### src/rtl/pwm_timer_pkg.sv
package pwm_timer_pkg;
  localparam int CNT_W    = 16;
  localparam int ADDR_W   = 2;
  localparam int DATA_W   = 16;
  localparam int DIV_W    = 3;
  localparam int DIV_MAX  = 5;   // largest exponent: divide by 4**5
  localparam int SYNC_LEN = 2;

  localparam logic [ADDR_W-1:0] A_CTRL  = 2'd0;
  localparam logic [ADDR_W-1:0] A_RELA  = 2'd1;
  localparam logic [ADDR_W-1:0] A_RELB  = 2'd2;
  localparam logic [ADDR_W-1:0] A_CLEAR = 2'd3;

  typedef enum logic [1:0] {SRC_BUS, SRC_RTC, SRC_EXT, SRC_OFF} src_e;
  typedef enum logic [1:0] {EDG_NONE, EDG_RISE, EDG_FALL, EDG_BOTH} edg_e;

  typedef struct packed {
    logic             irq_mask;
    edg_e             edg;
    logic             edge_mode;
    logic [DIV_W-1:0] div;
    src_e             src;
    logic             en;
  } ctrl_t;

  localparam int CTRL_W = $bits(ctrl_t);
endpackage

### src/rtl/pwm_prescaler.sv
module pwm_prescaler #(
  parameter int DIV_W   = 3,
  parameter int DIV_MAX = 5,
  localparam int PRE_W  = 2 * DIV_MAX
) (
  input  logic             clk_i,
  input  logic             rst_ni,
  input  logic             clr_i,
  input  logic             src_i,
  input  logic [DIV_W-1:0] div_i,
  output logic             tick_o
);
  logic [PRE_W-1:0] cnt_q;
  logic [PRE_W-1:0] limit;

  // limit = 4**k - 1, built as k pairs of ones
  always_comb begin
    limit = '0;
    for (int i = 0; i < DIV_MAX; i++)
      if (int'(div_i) > i) limit[2*i +: 2] = 2'b11;
  end

  assign tick_o = src_i && (cnt_q >= limit);

  always_ff @(posedge clk_i or negedge rst_ni) begin
    if (!rst_ni)     cnt_q <= '0;
    else if (clr_i)  cnt_q <= '0;
    else if (src_i)  cnt_q <= tick_o ? '0 : cnt_q + 1'b1;
  end

  p_tick_needs_src_r5: assert property (@(posedge clk_i) disable iff (!rst_ni)
    tick_o |-> src_i);
  p_clear_restarts_r6: assert property (@(posedge clk_i) disable iff (!rst_ni)
    clr_i |=> cnt_q == '0);
endmodule

### src/rtl/pwm_edge_detect.sv
module pwm_edge_detect
  import pwm_timer_pkg::*;
#(
  parameter int SYNC = 2
) (
  input  logic clk_i,
  input  logic rst_ni,
  input  logic pin_i,
  input  edg_e sel_i,
  output logic edge_o
);
  logic [SYNC:0] sh_q;
  logic lvl, prev, rise, fall;

  always_ff @(posedge clk_i or negedge rst_ni) begin
    if (!rst_ni) sh_q <= '0;
    else         sh_q <= {sh_q[SYNC-1:0], pin_i};
  end

  assign lvl  = sh_q[SYNC-1];
  assign prev = sh_q[SYNC];
  assign rise = lvl & ~prev;
  assign fall = ~lvl & prev;

  always_comb begin
    unique case (sel_i)
      EDG_RISE: edge_o = rise;
      EDG_FALL: edge_o = fall;
      EDG_BOTH: edge_o = rise | fall;
      default:  edge_o = 1'b0;
    endcase
  end

  p_edge_single_r7: assert property (@(posedge clk_i) disable iff (!rst_ni)
    edge_o |=> !(rise && $past(rise)) && !(fall && $past(fall)));
endmodule

### src/rtl/pwm_counter_pair.sv
module pwm_counter_pair #(
  parameter int W = 16
) (
  input  logic         clk_i,
  input  logic         rst_ni,
  input  logic         load_i,
  input  logic         tick_i,
  input  logic [W-1:0] rel_a_i,
  input  logic [W-1:0] rel_b_i,
  output logic [W-1:0] a_o,
  output logic [W-1:0] b_o,
  output logic         uf_o
);
  logic [W-1:0] a_q, b_q;

  assign uf_o = tick_i && !load_i && (a_q == '0);
  assign a_o  = a_q;
  assign b_o  = b_q;

  always_ff @(posedge clk_i or negedge rst_ni) begin
    if (!rst_ni) begin
      a_q <= '0;
      b_q <= '0;
    end else if (load_i || uf_o) begin
      a_q <= rel_a_i;
      b_q <= rel_b_i;
    end else if (tick_i) begin
      a_q <= a_q - 1'b1;
      if (b_q != '0) b_q <= b_q - 1'b1;
    end
  end

  p_a_step_r2: assert property (@(posedge clk_i) disable iff (!rst_ni)
    (tick_i && !load_i && a_q != '0) |=> a_q == $past(a_q) - 1'b1);
  p_uf_reload_r2: assert property (@(posedge clk_i) disable iff (!rst_ni)
    uf_o |=> (a_q == $past(rel_a_i)) && (b_q == $past(rel_b_i)));
  p_b_floor_r3: assert property (@(posedge clk_i) disable iff (!rst_ni)
    (b_q == '0 && !load_i && !uf_o) |=> b_q == '0);
  p_hold_r8: assert property (@(posedge clk_i) disable iff (!rst_ni)
    (!tick_i && !load_i) |=> $stable(a_q) && $stable(b_q));
endmodule

### src/rtl/pwm_timer_chan.sv
module pwm_timer_chan
  import pwm_timer_pkg::*;
(
  input  logic              clk_i,
  input  logic              rst_ni,
  input  logic              rtc_tick_i,
  input  logic              ext_tick_i,
  input  logic              edge_in_i,
  input  logic              wr_en_i,
  input  logic [ADDR_W-1:0] wr_addr_i,
  input  logic [DATA_W-1:0] wr_data_i,
  output logic              pwm_o,
  output logic              irq_o,
  output logic [CNT_W-1:0]  cnt_a_o,
  output logic [CNT_W-1:0]  cnt_b_o
);
  ctrl_t            ctrl_q;
  logic [CNT_W-1:0] rel_a_q, rel_b_q;
  logic             flag_q;
  logic             wr_ctrl, clr_flag, load, src_pulse, pre_tick, edge_tick, tick, uf;

  assign wr_ctrl  = wr_en_i && (wr_addr_i == A_CTRL);
  assign clr_flag = wr_en_i && (wr_addr_i == A_CLEAR) && wr_data_i[0];
  assign load     = wr_ctrl && wr_data_i[0] && !ctrl_q.en;

  always_ff @(posedge clk_i or negedge rst_ni) begin
    if (!rst_ni) begin
      ctrl_q  <= '0;
      rel_a_q <= '0;
      rel_b_q <= '0;
    end else if (wr_en_i) begin
      unique case (wr_addr_i)
        A_CTRL:  ctrl_q  <= ctrl_t'(wr_data_i[CTRL_W-1:0]);
        A_RELA:  rel_a_q <= wr_data_i[CNT_W-1:0];
        A_RELB:  rel_b_q <= wr_data_i[CNT_W-1:0];
        default: ;
      endcase
    end
  end

  always_comb begin
    unique case (ctrl_q.src)
      SRC_BUS: src_pulse = 1'b1;
      SRC_RTC: src_pulse = rtc_tick_i;
      SRC_EXT: src_pulse = ext_tick_i;
      default: src_pulse = 1'b0;
    endcase
  end

  pwm_prescaler #(.DIV_W(DIV_W), .DIV_MAX(DIV_MAX)) u_pre (
    .clk_i  (clk_i),
    .rst_ni (rst_ni),
    .clr_i  (load),
    .src_i  (src_pulse && ctrl_q.en && !ctrl_q.edge_mode),
    .div_i  (ctrl_q.div),
    .tick_o (pre_tick)
  );

  pwm_edge_detect #(.SYNC(SYNC_LEN)) u_edge (
    .clk_i  (clk_i),
    .rst_ni (rst_ni),
    .pin_i  (edge_in_i),
    .sel_i  (ctrl_q.edg),
    .edge_o (edge_tick)
  );

  assign tick = ctrl_q.en && (ctrl_q.edge_mode ? edge_tick : pre_tick);

  pwm_counter_pair #(.W(CNT_W)) u_cnt (
    .clk_i   (clk_i),
    .rst_ni  (rst_ni),
    .load_i  (load),
    .tick_i  (tick),
    .rel_a_i (rel_a_q),
    .rel_b_i (rel_b_q),
    .a_o     (cnt_a_o),
    .b_o     (cnt_b_o),
    .uf_o    (uf)
  );

  always_ff @(posedge clk_i or negedge rst_ni) begin
    if (!rst_ni)       flag_q <= 1'b0;
    else if (uf)       flag_q <= 1'b1;   // set beats clear
    else if (clr_flag) flag_q <= 1'b0;
  end

  assign pwm_o = ctrl_q.en && (cnt_b_o != '0);
  assign irq_o = flag_q && ctrl_q.irq_mask;

  p_irq_masked_r4: assert property (@(posedge clk_i) disable iff (!rst_ni)
    irq_o |-> ctrl_q.irq_mask);
  p_flag_sticky_r4: assert property (@(posedge clk_i) disable iff (!rst_ni)
    (flag_q && !clr_flag) |=> flag_q);
  p_flag_clear_r4: assert property (@(posedge clk_i) disable iff (!rst_ni)
    (clr_flag && !uf) |=> !flag_q);
  p_no_strobe_off_r5: assert property (@(posedge clk_i) disable iff (!rst_ni)
    (ctrl_q.src == SRC_OFF && !ctrl_q.edge_mode) |-> !pre_tick);
  p_pwm_low_idle_r3: assert property (@(posedge clk_i) disable iff (!rst_ni)
    !ctrl_q.en |-> !pwm_o);
endmodule

### config.mk
export PLATFORM = sky130hd
export DESIGN_NAME = pwm_timer_chan
export DESIGN_NICKNAME = d
export VERILOG_FILES = /design/src/rtl/pwm_timer_pkg.sv /design/src/rtl/pwm_prescaler.sv /design/src/rtl/pwm_edge_detect.sv /design/src/rtl/pwm_counter_pair.sv /design/src/rtl/pwm_timer_chan.sv
export SDC_FILE = /design/constraint.sdc
export NUM_CORES = 1
export LEC_CHECK = 0
export ABC_AREA = 1
export BUFFER_PORTS_ARGS = -buffer_cell sky130_fd_sc_hd__buf_2
export CORE_ASPECT_RATIO = 0.9
export CORE_MARGIN = 2
export CORE_UTILIZATION = 30
export CTS_BUF_LIST = sky130_fd_sc_hd__clkbuf_4 sky130_fd_sc_hd__clkbuf_8 sky130_fd_sc_hd__clkbuf_16
export DETAILED_ROUTE_END_ITERATION = 10
export PLACE_DENSITY_LB_ADDON = 0.05
export SLEW_MARGIN = 20
export SYNTH_ARGS = -nofsm -noshare
export SYNTH_HDL_FRONTEND = slang
export SYNTH_SLANG_ARGS = --single-unit
export TNS_END_PERCENT = 100
### constraint.sdc
create_clock -name clk_i -period 3 [get_ports clk_i]
set_input_delay 0.45 -clock clk_i [delete_from_list [all_inputs] [get_ports clk_i]]
set_output_delay 0.45 -clock clk_i [all_outputs]
set_load 0.01 [all_outputs]
==> results.json <==
{
  "synth_compound_area_share_pct": 8.83,
  "yosys.area.top_type": "dfrtp_1",
  "syn_inst": 649,
  "syn_to_final_growth_pct": 17.3,
  "fp-row-count": 44,
  "synth.avg_cell_area_um2": 7.71,
  "cts_tree": "yes",
  "start_kind": "flip-flop",
  "grt_pass1_wl_um": 23100,
  "synth_top_family_by_area": "simple AND/OR/NAND/NOR gates",
  "hp-class": "primary input to asynchronous set/reset pin",
  "period_share_pct": 94.4,
  "grt_remaining_overflow": 0,
  "viasPerCell": 4.67,
  "post_drt_wl_per_cell_um": 15.5,
  "multiInputGateArea_um2": 2400,
  "ys_warn_count": 0,
  "place_ws_ns": 0.353,
  "drt-total-wl_um": 14200,
  "relSlewSlack_pct": 57.1,
  "r2r_cells": 12,
  "critPathKind": "flip-flop to primary output",
  "path_clk_slew_ns": 0.07,
  "initial_core_util_pct": 30.8,
  "synthFlopType": "dfrtp_1",
  "io_buffers": 57,
  "maxCapViolations": 0,
  "die_area_um2": 17700,
  "n_antenna_cell": 0,
  "ys_ff_latch": 88,
  "ys_seq_area_share_pct": 44.0,
  "place_hpwl_um": 10300,
  "setup_viol": 0,
  "vias": 4276,
  "clock_path_buffers": 2,
  "clock_sinks": 88,
  "grt_pass1_vias": 4214,
  "total_leakage_power_nw": 3.08,
  "tightest_slew_ns": 0.642,
  "finalHoldViolCount": 0,
  "fillers": 1753,
  "layout.nets": 742,
  "period_needed_ns": 2.83,
  "numCtsBuffers": 9,
  "arrival_ns": 2.38,
  "grt_max_degree": 49,
  "regArea_um2": 2200,
  "fmaxAchievable_mhz": 353,
  "finalPower_w": 0.00507,
  "drive_above_1_share_pct": 15.5,
  "end_kind": "primary output",
  "required_ns": 2.55,
  "syn-cell-area_um2": 5000,
  "worst_slack_ns": 0.168,
  "synthArstFlopShare_pct": 100,
  "ir_drop_mv": 0.327,
  "drtAntennaViolNets": 0,
  "grtUsageTotal_pct": 16.7,
  "drtIter0Drc": 311,
  "grt_antenna_before_repair": 0,
  "synth_xor_area_share_pct": 4.38,
  "synth_top_cell_area_share_pct": 44.0,
  "clk_latency_ns": 0.35,
  "dieHeight_um": 126,
  "maxSlewViolCount": 0,
  "synth_cell_types": 37,
  "powerDensity_nw_per_um2": 864,
  "outcome": "finished, violations left",
  "final.setup_skew_ns": 0.00743,
  "cts_root_buf": "clkbuf_16",
  "globalplace.congestion": 0.804,
  "core_region_area_um2": 16200,
  "ioPinCount": 58,
  "drc": 6,
  "h-tree-depth": 3,
  "die_width_um": 140,
  "synth_edf_count": 0,
  "synth_fp_nets": 688,
  "synth_fa_ha_area_share_pct": 3.75,
  "synthMuxAreaShare_pct": 0,
  "rrSetupSlack_ns": 0.35,
  "violations": "DRC",
  "critPathMaxFanout": 4,
  "final_area_um2": 5870,
  "dpl-instance-area_um2": 5510,
  "synthTopCellsByArea": "dfrtp_1, nand2_1, o21ai_0, inv_1, nand3_1",
  "synthSimpleGateAreaFrac_pct": 30.8,
  "dr.pass1.iters": 8
}
per-layer routing:
metal	up-vias	GRT usage [%]	part of all wire, %
met1	2000	25.6	53
met2	86	23.9	41
met5	-	0	0
li1	2175	-	-
met3	15	3.44	4.6
met4	0	4.58	1.4
power breakdown:
part	total [W]	internal (W)	switching [W]	leakage, nW
combinational	0.00187	0.000766	0.00111	1.79
sequential	0.00186	0.00150	0.000362	1.12
clock	0.00133	0.000847	0.000488	0.173
stage by stage:
step	instances	TNS (ns)	hold WS, ns	util (%)
global placement	899	0	0.338	33.9
global route	915	-0.00329	0.151	36.1
CTS	915	0	0.123	36.1
detailed placement	899	0	0.341	33.9
floorplan	649	0	0.154	-
finish	915	0	0.111	36.1
path summary, 6_finish.rpt:
kind | startpoint | endpoint
max | u_cnt.b_o[0] | pwm_o
min | rst_ni | u_cnt.a_o[4]
max reg2reg | ctrl_q[4] | u_cnt.a_o[10]
min reg2reg | u_edge.sh_q[0] | u_edge.sh_q[1]
max in group asynchronous | rst_ni | rel_a_q[11]
min in group clk_i | edge_in_i | u_edge.sh_q[0]
critical path, stage by stage, from the launching register on:
cell and delay [ns]:
dfrtp_1 0.40, inv_1 0.12, ha_1 0.19, nand2_1 0.13
nor2_2 0.17, nand4_2 0.19, nor3_4 0.22, nand4_2 0.18
inv_1 0.17, nor2_1 0.11, buf_2 0.15
timing repair:
| item | in CTS | in global routing |
|---|---|---|
| setup endpoints to repair | 0 | 1 |
| buffers inserted | 0 | 0 |
| resized for setup | 0 | 1 |
| hold buffers | 0 | 0 |
placed cells by master (no fill, tap or decap), types with 2 or more instances in the layout:
cell type,count
xor2_1,17
nor2_1,32
xnor2_1,8
ha_1,15
nor3_1,6
bufinv_16,3
o211ai_1,2
a21oi_1,10
buf_4,8
nand2_2,13
nand3_1,57
nand4_2,2
nor2_2,5
nand4_1,9
nand2_1,198
o21ai_0,60
inv_1,78
nor4_1,2
clkbuf_16,9
nand3b_1,10
nor3_4,2
buf_2,56
dfrtp_1,88
final cells by class:
class | instances | share of cell area (%)
inverter | 79 | 5.10
clock buffer | 11 | 4.20
tap | 207 | 4.41
clock inverter | 5 | 1.77
sequential | 88 | 37.5
timing repair buffer | 65 | 6.14
multi-input combinational | 460 | 40.8
registers in the layout, indices dropped and copies added (netlist names):
signal / flops
ctrl_q: 10
flag_q: 1
u_cnt.a_o: 16
rel_a_q: 16
u_cnt.b_o: 16
u_edge.sh_q: 3
u_pre.cnt_q: 10
rel_b_q: 16
synth_stat cells, types with 2 or more instances:
master / n
nand2_1: 198
dfrtp_1: 88
inv_1: 78
o21ai_0: 60
nand3_1: 57
nor2_1: 32
xor2_1: 17
ha_1: 15
clkbuf_1: 14
nand2_2: 13
a21oi_1: 10
nand3b_1: 10
nand4_1: 9
xnor2_1: 8
nor3_1: 6
nor2_2: 5
buf_2: 4
buf_4: 3
nand4_2: 2
nor4_1: 2
o211ai_1: 2
cells by family (layout without fill, tap and decap cells):
logic type      count (synthesis)  count (layout)
compound gates                 80              80
xor+xnor                       25              25
fa+ha+maj                      15              15
buf+inv                       101             160
flops                          88              88
simple gates                  340             340
(Power assumes the default switching activity.)
